<file path="config.mk">
export PLATFORM = sky130hd
export DESIGN_NAME = tlb_lookup_unit
export DESIGN_NICKNAME = d
export VERILOG_FILES = /design/src/rtl/tlb_pkg.sv /design/src/rtl/tlb_entry_store.sv /design/src/rtl/tlb_match_array.sv /design/src/rtl/tlb_priority_pick.sv /design/src/rtl/tlb_lookup_unit.sv
export SDC_FILE = /design/constraint.sdc
export NUM_CORES = 2
export LEC_CHECK = 0
export ABC_AREA = 1
export BUFFER_PORTS_ARGS = -buffer_cell sky130_fd_sc_hd__buf_2
export CORE_ASPECT_RATIO = 2
export CORE_UTILIZATION = 36
export DETAILED_ROUTE_END_ITERATION = 8
export HOLD_SLACK_MARGIN = 0.03
export PLACE_DENSITY = 0.48
export SLEW_MARGIN = 20
export SYNTH_ARGS = -nofsm -noshare
export SYNTH_HDL_FRONTEND = slang
export SYNTH_SLANG_ARGS = --single-unit
</file>
<file path="constraint.sdc">
create_clock -name clk -period 7.2 [get_ports clk]
set_clock_uncertainty 0.1 [all_clocks]
set_input_delay 0.36 -clock clk [delete_from_list [all_inputs] [get_ports clk]]
set_output_delay 0.36 -clock clk [all_outputs]
set_load 0.03 [all_outputs]
</file>
<file path="src/rtl/tlb_pkg.sv">
package tlb_pkg;
    parameter int VA_W      = 32;
    parameter int PAGE_BITS = 12;
    parameter int ASID_W    = 8;
    localparam int TAG_W    = VA_W - PAGE_BITS - 1;
    localparam int PFN_W    = VA_W - PAGE_BITS;

    typedef enum logic [2:0] {
        ST_MATCH   = 3'b000,
        ST_DIRTY   = 3'b100,
        ST_INVALID = 3'b101,
        ST_NOMATCH = 3'b110,
        ST_BADADDR = 3'b111
    } tlb_status_e;

    typedef struct packed {
        logic [TAG_W-1:0]  tag;
        logic [ASID_W-1:0] asid;
        logic              glob;
        logic [PFN_W-1:0]  pfn_even;
        logic              v_even;
        logic              d_even;
        logic [PFN_W-1:0]  pfn_odd;
        logic              v_odd;
        logic              d_odd;
    } tlb_entry_t;
endpackage

</file>
<file path="src/rtl/tlb_entry_store.sv">
module tlb_entry_store
    import tlb_pkg::*;
#(
    parameter int NUM_ENTRIES = 16,
    localparam int IDX_W = $clog2(NUM_ENTRIES)
) (
    input  logic                         clk,
    input  logic                         rst_n,
    input  logic                         wr_en,
    input  logic [IDX_W-1:0]             wr_idx,
    input  tlb_entry_t                   wr_data,
    output tlb_entry_t [NUM_ENTRIES-1:0] entries
);
    tlb_entry_t [NUM_ENTRIES-1:0] store_q;

    for (genvar gi = 0; gi < NUM_ENTRIES; gi++) begin : g_slot
        always_ff @(posedge clk) begin
            if (!rst_n) begin
                store_q[gi] <= '0;
            end else if (wr_en && (wr_idx == IDX_W'(gi))) begin
                store_q[gi] <= wr_data;
            end
        end
    end

    assign entries = store_q;
endmodule

</file>
<file path="src/rtl/tlb_match_array.sv">
module tlb_match_array
    import tlb_pkg::*;
#(
    parameter int NUM_ENTRIES = 16
) (
    input  tlb_entry_t [NUM_ENTRIES-1:0] entries,
    input  logic [TAG_W-1:0]             probe_tag,
    input  logic [ASID_W-1:0]            probe_asid,
    output logic [NUM_ENTRIES-1:0]       hit_vec
);
    for (genvar gi = 0; gi < NUM_ENTRIES; gi++) begin : g_cmp
        logic space_ok;
        assign space_ok    = entries[gi].glob || (entries[gi].asid == probe_asid);
        assign hit_vec[gi] = space_ok && (entries[gi].tag == probe_tag);
    end
endmodule

</file>
<file path="src/rtl/tlb_priority_pick.sv">
module tlb_priority_pick #(
    parameter int NUM_ENTRIES = 16,
    localparam int IDX_W = $clog2(NUM_ENTRIES)
) (
    input  logic [NUM_ENTRIES-1:0] hit_vec,
    output logic                   any_hit,
    output logic [IDX_W-1:0]       win_idx
);
    always_comb begin
        any_hit = |hit_vec;
        win_idx = '0;
        for (int i = NUM_ENTRIES - 1; i >= 0; i--) begin
            if (hit_vec[i]) win_idx = IDX_W'(i);
        end
    end
endmodule

</file>
<file path="src/rtl/tlb_lookup_unit.sv">
module tlb_lookup_unit
    import tlb_pkg::*;
#(
    parameter int NUM_ENTRIES = 16,
    localparam int IDX_W = $clog2(NUM_ENTRIES)
) (
    input  logic              clk,
    input  logic              rst_n,
    input  logic [VA_W-1:0]   lk_vaddr,
    input  logic              lk_is_write,
    input  logic [ASID_W-1:0] lk_asid,
    output logic [VA_W-1:0]   lk_paddr,
    output logic              lk_can_write,
    output logic [2:0]        lk_status,
    input  logic              wr_en,
    input  logic [IDX_W-1:0]  wr_idx,
    input  logic [TAG_W-1:0]  wr_tag,
    input  logic [ASID_W-1:0] wr_asid,
    input  logic              wr_global,
    input  logic [PFN_W-1:0]  wr_pfn_even,
    input  logic              wr_valid_even,
    input  logic              wr_dirty_even,
    input  logic [PFN_W-1:0]  wr_pfn_odd,
    input  logic              wr_valid_odd,
    input  logic              wr_dirty_odd
);
    tlb_entry_t                   wr_data;
    tlb_entry_t [NUM_ENTRIES-1:0] entries;
    logic [NUM_ENTRIES-1:0]       hit_vec;
    logic                         any_hit;
    logic [IDX_W-1:0]             win_idx;
    tlb_entry_t                   chosen;
    logic                         odd_half;
    logic [PFN_W-1:0]             sel_pfn;
    logic                         sel_valid;
    logic                         sel_dirty;
    tlb_status_e                  status_c;

    always_comb begin
        wr_data.tag      = wr_tag;
        wr_data.asid     = wr_asid;
        wr_data.glob     = wr_global;
        wr_data.pfn_even = wr_pfn_even;
        wr_data.v_even   = wr_valid_even;
        wr_data.d_even   = wr_dirty_even;
        wr_data.pfn_odd  = wr_pfn_odd;
        wr_data.v_odd    = wr_valid_odd;
        wr_data.d_odd    = wr_dirty_odd;
    end

    tlb_entry_store #(.NUM_ENTRIES(NUM_ENTRIES)) u_store (
        .clk     (clk),
        .rst_n   (rst_n),
        .wr_en   (wr_en),
        .wr_idx  (wr_idx),
        .wr_data (wr_data),
        .entries (entries)
    );

    tlb_match_array #(.NUM_ENTRIES(NUM_ENTRIES)) u_match (
        .entries    (entries),
        .probe_tag  (lk_vaddr[VA_W-1:PAGE_BITS+1]),
        .probe_asid (lk_asid),
        .hit_vec    (hit_vec)
    );

    tlb_priority_pick #(.NUM_ENTRIES(NUM_ENTRIES)) u_pick (
        .hit_vec (hit_vec),
        .any_hit (any_hit),
        .win_idx (win_idx)
    );

    assign chosen   = entries[win_idx];
    assign odd_half = lk_vaddr[PAGE_BITS];

    always_comb begin
        if (odd_half) begin
            sel_pfn   = chosen.pfn_odd;
            sel_valid = chosen.v_odd;
            sel_dirty = chosen.d_odd;
        end else begin
            sel_pfn   = chosen.pfn_even;
            sel_valid = chosen.v_even;
            sel_dirty = chosen.d_even;
        end
    end

    always_comb begin
        if (!any_hit)                      status_c = ST_NOMATCH;
        else if (!sel_valid)               status_c = ST_INVALID;
        else if (lk_is_write && !sel_dirty) status_c = ST_DIRTY;
        else                               status_c = ST_MATCH;
    end

    always_comb begin
        lk_status    = status_c;
        lk_paddr     = '0;
        lk_can_write = 1'b0;
        unique case (status_c)
            ST_MATCH: begin
                lk_paddr     = {sel_pfn, lk_vaddr[PAGE_BITS-1:0]};
                lk_can_write = sel_dirty;
            end
            ST_DIRTY, ST_INVALID, ST_NOMATCH, ST_BADADDR: begin
                lk_paddr     = '0;
                lk_can_write = 1'b0;
            end
            default: begin
                lk_paddr     = '0;
                lk_can_write = 1'b0;
            end
        endcase
    end
endmodule

</file>
Word level (Yosys, flattened, before mapping)

Index checks and enable logic that the tools add are counted.
W data, S select, Z words.

Add/sub/neg operators: 0
Multiply operators: 0
Div/mod/pow operators: 0
Magnitude comparators: 1
Equal/unequal tests: 47
Shift operators: 0
Multiplexer cells: 26
Bitwise operators: 0
Reduce and logical (&&, ||, !) cells: 53

Operators by type and width:

| cell                 | count |
|---|---|
| $eq A19 B19 Y1       | 16 |
| $bmux W72 S4         | 1 |
| $eq A8 B8 Y1         | 16 |
| $mux W4              | 16 |
| $mux W44             | 1 |
| $logic_and A1 B1 Y1  | 33 |
| $eq A4 B4 Y1 const B | 8 |
| $mux W32             | 1 |
| $mux W20             | 1 |
| $eq A4 B3 Y1 const B | 4 |
| $logic_or A1 B1 Y1   | 16 |
| $reduce_or A16 Y1    | 1 |
| $mux W3              | 3 |
| $eq A4 B2 Y1 const B | 2 |
| $lt A4 B5 Y1 const B | 1 |
| $eq A4 B1 Y1 const B | 1 |
| $logic_not A4 Y1     | 1 |
| $logic_not A3 Y1     | 1 |
| $mux W1              | 3 |
| $logic_not A1 Y1     | 1 |

Bits in registers: 1152
Bits in latches: 0
Bits in writable memories: 0
Memory bits (read-only): 0
Output and inout bits: 36
Memories: 0

Depth between registers and ports, before layout

Depth after elaboration: 29
Gate-level depth with buffers: 36
Depth with buffers taken out: 33

Cells and area by module

Synthesis repeated with hierarchy kept, for this count alone.

Cell total of the unflattened synthesis: 10066
Area total of the unflattened synthesis: 59269.3 um2

Modules (own cells, without submodules):

| module            | times used | cells each | area each (um2) | sequential area each (um2) |
|---|---|---|---|---|
| tlb_entry_store   | 1          | 6480       | 43757.0         | 23062.1 |
| tlb_match_array   | 1          | 1937       | 8146.6          | 0.0 |
| tlb_lookup_unit   | 1          | 1600       | 7156.9          | 0.0 |
| tlb_priority_pick | 1          | 49         | 209.0           | 0.0 |

Worst setup path before layout

OpenSTA, ideal clock, no wires.

Path kind: input -> output
Start: in lk_vaddr[26]
End: out lk_paddr[22]
Arrival time: 3.294 ns
Data required time: 6.740 ns
Slack: 3.446 ns
Cell stages on the path: 29
Buffers on the path: 4
Cells stage by stage: buf_2 buf_2 xnor2_1 nand4_1 nor4_1 nand4_1 nand2_1 nand2_1 nand2_1 nand2_1 nand2_1 nand2_1 nand2_1 nand2_1 nand2_2 nand2_4 nand2_4 buf_6 nand2_1 nand3_1 nand3_1 nand3_1 nand2_1 nand2_1 nand2_1 nor2_2 nand2_2 buf_4 nor2_1

Word-level cells in the longest chain between the ends: 28
Elaborated cells between the ends (all ways): 61
Those cells by class: eq/ne: 16; mux: 25; reduce/logical: 20

RTL lines:

| what                           | line                    | source |
|---|---|---|
| start: declaration             | tlb_lookup_unit.sv:9    | `input logic [VA_W-1:0] lk_vaddr,` |
| $eq A19 B19 Y1                 | tlb_match_array.sv:14   | `assign hit_vec[gi] = space_ok && (entries[gi].tag == probe_tag);` |
| $logic_and A1 B1 Y1            | tlb_match_array.sv:14   |  |
| $mux W4 (16 in series)         | tlb_priority_pick.sv:13 | `if (hit_vec[i]) win_idx = IDX_W'(i);` |
| $bmux W72 S4                   | tlb_lookup_unit.sv:73   | `assign chosen = entries[win_idx];` |
| $mux W44 (implied by the code) | tlb_lookup_unit.sv:73   |  |
| $mux W1                        | tlb_lookup_unit.sv:77   | `if (odd_half) begin` |
| $logic_not A1 Y1               | tlb_lookup_unit.sv:91   | `else if (lk_is_write && !sel_dirty) status_c = ST_DIRTY;` |
| $logic_and A1 B1 Y1            | tlb_lookup_unit.sv:91   |  |
| $mux W3                        | tlb_lookup_unit.sv:91   |  |
| $mux W3                        | tlb_lookup_unit.sv:90   | `else if (!sel_valid) status_c = ST_INVALID;` |
| $mux W3 (*)                    | tlb_lookup_unit.sv:89   | `if (!any_hit) status_c = ST_NOMATCH;` |
| named net lk_status[2]         | tlb_lookup_unit.sv:14   | `output logic [2:0] lk_status,` |
| $logic_not A3 Y1 (*)           | tlb_lookup_unit.sv:99   | `unique case (status_c)` |
| $mux W32 (*)                   | tlb_lookup_unit.sv:99   |  |
| end: declaration               | tlb_lookup_unit.sv:12   | `output logic [VA_W-1:0] lk_paddr,` |

The timed path passes the listed nets; every way through them passes the cells marked *. The select of a mux whose other input is x is not followed.

Worst setup path in the final report

Start: reg u_store.store_q, in the netlist u_store.entries[1134]
End: out lk_paddr[23]

Word-level cells in the longest chain between the ends: 28
Elaborated cells between the ends (all ways): 31
Those cells by class: eq/ne: 1; mux: 25; reduce/logical: 5

RTL lines:

| what                             | line                    | source |
|---|---|---|
| start: declaration               | tlb_entry_store.sv:14   | `tlb_entry_t [NUM_ENTRIES-1:0] store_q;` |
| start signal: indexed assignment | tlb_entry_store.sv:21   | `store_q[gi] <= wr_data;` |
| $eq A19 B19 Y1 (*)               | tlb_match_array.sv:14   |  |
| $logic_and A1 B1 Y1 (*)          | tlb_match_array.sv:14   |  |
| $mux W4 (16 in series)           | tlb_priority_pick.sv:13 |  |
| $bmux W72 S4                     | tlb_lookup_unit.sv:73   |  |
| $mux W44 (implied by the code)   | tlb_lookup_unit.sv:73   |  |
| $mux W1                          | tlb_lookup_unit.sv:77   |  |
| $logic_not A1 Y1                 | tlb_lookup_unit.sv:91   |  |
| $logic_and A1 B1 Y1              | tlb_lookup_unit.sv:91   |  |
| $mux W3                          | tlb_lookup_unit.sv:91   |  |
| $mux W3                          | tlb_lookup_unit.sv:90   |  |
| $mux W3                          | tlb_lookup_unit.sv:89   |  |
| $logic_not A3 Y1                 | tlb_lookup_unit.sv:99   |  |
| $mux W32 (*)                     | tlb_lookup_unit.sv:99   |  |

Mark *: on every way between the ends. The rest lies on a longest branch, timed or not. The select of a mux whose other input is x is not followed.

==> impl_metrics.ini <==
[floorplanning]
die_w_um = 273
core_area_mm2 = 0.145
io_pins = 156
die_h_um = 543
die_area_mm2 = 0.148
start_util_pct = 36.3
rows = 198

[worst_setup_path]
worst_ep_arrival_time_ps = 6070
path_buf_inv = 3
crit_path_max_incr_delay_ps = 800
cpMostUsedCell = nand3_1
path_class = register to primary output
crit_required_ps = 6740
cp_slowest_cell = o21ai_0
cp-start-kind = register
cp_top_family = simple AND/OR/NAND/NOR gates
setup.worst_path.end_class = primary output
worstPathMaxFanout = 98
crit_path_cell_trace = inv_1, nand2_1, nand2_1, nor2_1, nand2_1, nor2_1, nand3_1, o21ai_0, a31oi_1, nor2_1, o21bai_1, nand3_1, nand3_4, inv_8, nand3_1, nand3_1, nand3_1, nand3_1, nand2_1, nand2_1, nand2_2, nor2_1, buf_2

[route]
vias_per_cell = 5.30
ant_nets = 0
drt_iter0_drc = 4406
firstDrtPassIters = 5
routed_wirelength_mm = 214
drcViolationCount = 0
wire_per_inst_um = 22.7
vias = 50131

[clock_network]
ctsHtreeMaxLevel = 3
clock_path_buffers = 3
clockRootBuffer = clkbuf_16
cts_tree = done
clkSinkCount = 1152
path_clk_slew_ps = 70
clkLatencyLatePin_ps = 710
numCtsBuffers = 109

[placement]
gp_congestion = 0.806
dp.cells = 9181
post_dp_cell_area_mm2 = 0.0541
dp_slack_ps = 688
io_buffers = 155
hpwl_mm = 120

[final_layout]
drive_above_1_share_pct = 7.43
stdcell_count = 9455
most-common-layout-cells = nor2_1, o21ai_0, dfxtp_1
layout.nets = 7581
layout_commonest_cell = nor2_1
fillCellCount = 15231
largest_reg_flops = 1152
final_cell_area_mm2 = 0.0584
area_delta_synth_final_pct = 10.8

[sta]
min_period_ps = 6530
max_freq_ghz = 0.153
setup_ws_ps = 674
final-setup-viol-count = 0
rsz0062_at_grt = no
worstMarginPinSlew_ps = 1200
finalMaxSlewViolations = 0
fin_tns_setup_ps = 0
post-route-period-util_pct = 90.6
slew_headroom_pct = 19.4
finalHoldViolCount = 0

[global_route]
gr-total-overflow = 0
first_global_vias = 47953
grt_max_degree = 226
grt_pass1_wl_mm = 317
antenna_found_initial = 16
gr-usage-all-layers_pct = 28.4

[power_and_ir_drop]
power_per_cell_area_mw_per_mm2 = 233
power.internal_mw = 10.1
power_mw = 13.6
combPwrFrac_pct = 7.2
pwr-share-seq_pct = 48.4
worst_ir_drop_vdd_uv = 176
p_switching_mw = 3.47
switching_share_pct = 25.5
p_leak_nw = 24.0
p_clk_share_pct = 44.4

[logic_synthesis]
synth.cell_area_mm2 = 0.0527
yosys_warnings = 0
synth_cells = 7673
ys_seq_elements = 1152
synth_nets = 7793
synth.avg_cell_area_um2 = 6.87
seq_area_frac_synth_pct = 43.7
synth.distinct_cells = 46

[min_path]
hold_class = input pin to register

[job]
max_cap_violations = 0

[run_status]
status = completed
[per-stage QoR]
| step | utilization (%) | hold WS [ps] |
|---|---|---|
| after floorplan | - | 323 |
| after global placement | 37.2 | 335 |
| after detailed placement | 37.2 | 339 |
| after CTS | 40.2 | 32.4 |
| after global routing | 40.2 | 64.6 |
| final | 40.2 | 75.0 |
[layer usage]
layer	routed length, um	track usage (%)	up-vias	part of all wire [%]
met5	49	0	-	0.023
met4	10100	12.5	8	4.7
met3	10300	3.01	375	4.8
met2	109000	52.0	1461	51
met1	84400	32.9	24064	39
li1	-	-	24223	-
[final cells by class]
type                    instances  area, um^2  share of cell area, %
repair buffers                319        2380                   4.08
inverters                     210         838                   1.44
well taps                    1900        2380                   4.07
multi-input cells            5669       26100                   44.7
diodes                          7        17.5                 0.0300
clock inverters                40         420                  0.720
clock buffers                 158        3190                   5.47
flip-flops and latches       1152       23100                   39.5
[power groups by stage]
stage          Sequential (mW)  Combinational [mW]  Clock (mW)
6_report                  6.58               0.976        6.03
3_5_place_dp              6.73               0.938           0
3_3_place_gp              6.72               0.933           0
5_1_grt                   6.60                1.06        6.40
4_1_cts                   6.58               0.976        6.17
2_1_floorplan             6.71               0.595           0
[worst min-delay path, delay by kind of cell]
family / cells / cell delay (ps)
buffers and inverters: 1 / 280
and+or+nand+nor: 2 / 210
[synth_stat cells (all sizes together)]
master	count	area (um^2)
nor2	2154	8090
o21ai	1252	6270
dfxtp	1152	23100
nand2	1024	3870
nand3	556	2800
clkbuf	471	1770
inv	210	788
xnor2	182	1590
buf	171	1210
a21oi	149	749
xor2	99	867
or2	75	469
nand4	48	300
a31oi	39	244
nor4	24	156
nor3	21	105
nand3b	10	75.1
o211ai	10	75.1
o2111ai	8	70.1
o41ai	4	35.0
a2111oi	2	42.5
a211oi	2	15.0
o21bai	2	15.0
o221ai	2	17.5
a2111o	1	11.3
a21boi	1	18.8
a21o	1	7.51
nor3b	1	7.51
o22ai	1	6.26
o31ai	1	7.51
[final timing paths]
kind | startpoint | end | slack (ps) | cells after the start
setup / recovery | u_store.entries[1134]$_SDFFE_PN0P_ | lk_paddr[23] | 670 | 23
hold / removal | wr_tag[2] | u_store.entries[775]$_SDFFE_PN0P_ | 80 | 3
setup reg to reg | u_store.entries[167]$_SDFFE_PN0P_ | u_store.entries[167]$_SDFFE_PN0P_ | 6390 | 2
hold reg to reg | u_store.entries[34]$_SDFFE_PN0P_ | u_store.entries[34]$_SDFFE_PN0P_ | 350 | 2
[cells by family after synthesis]
| logic type | share of synthesized area, % |
|---|---|
| xor gates and xnor gates | 4.67 |
| DFF | 43.7 |
| AOI/OAI and AO/OA | 14.4 |
| and+or+nand+nor | 30.1 |
| buffers and inverters | 7.14 |
[timing repair]
action                                 CTS  global route
resized for setup                        0             0
endpoints found under the hold margin  898             0
setup buffers                            0             0
hold buffers                            69             0
(Power assumes the default switching activity.)
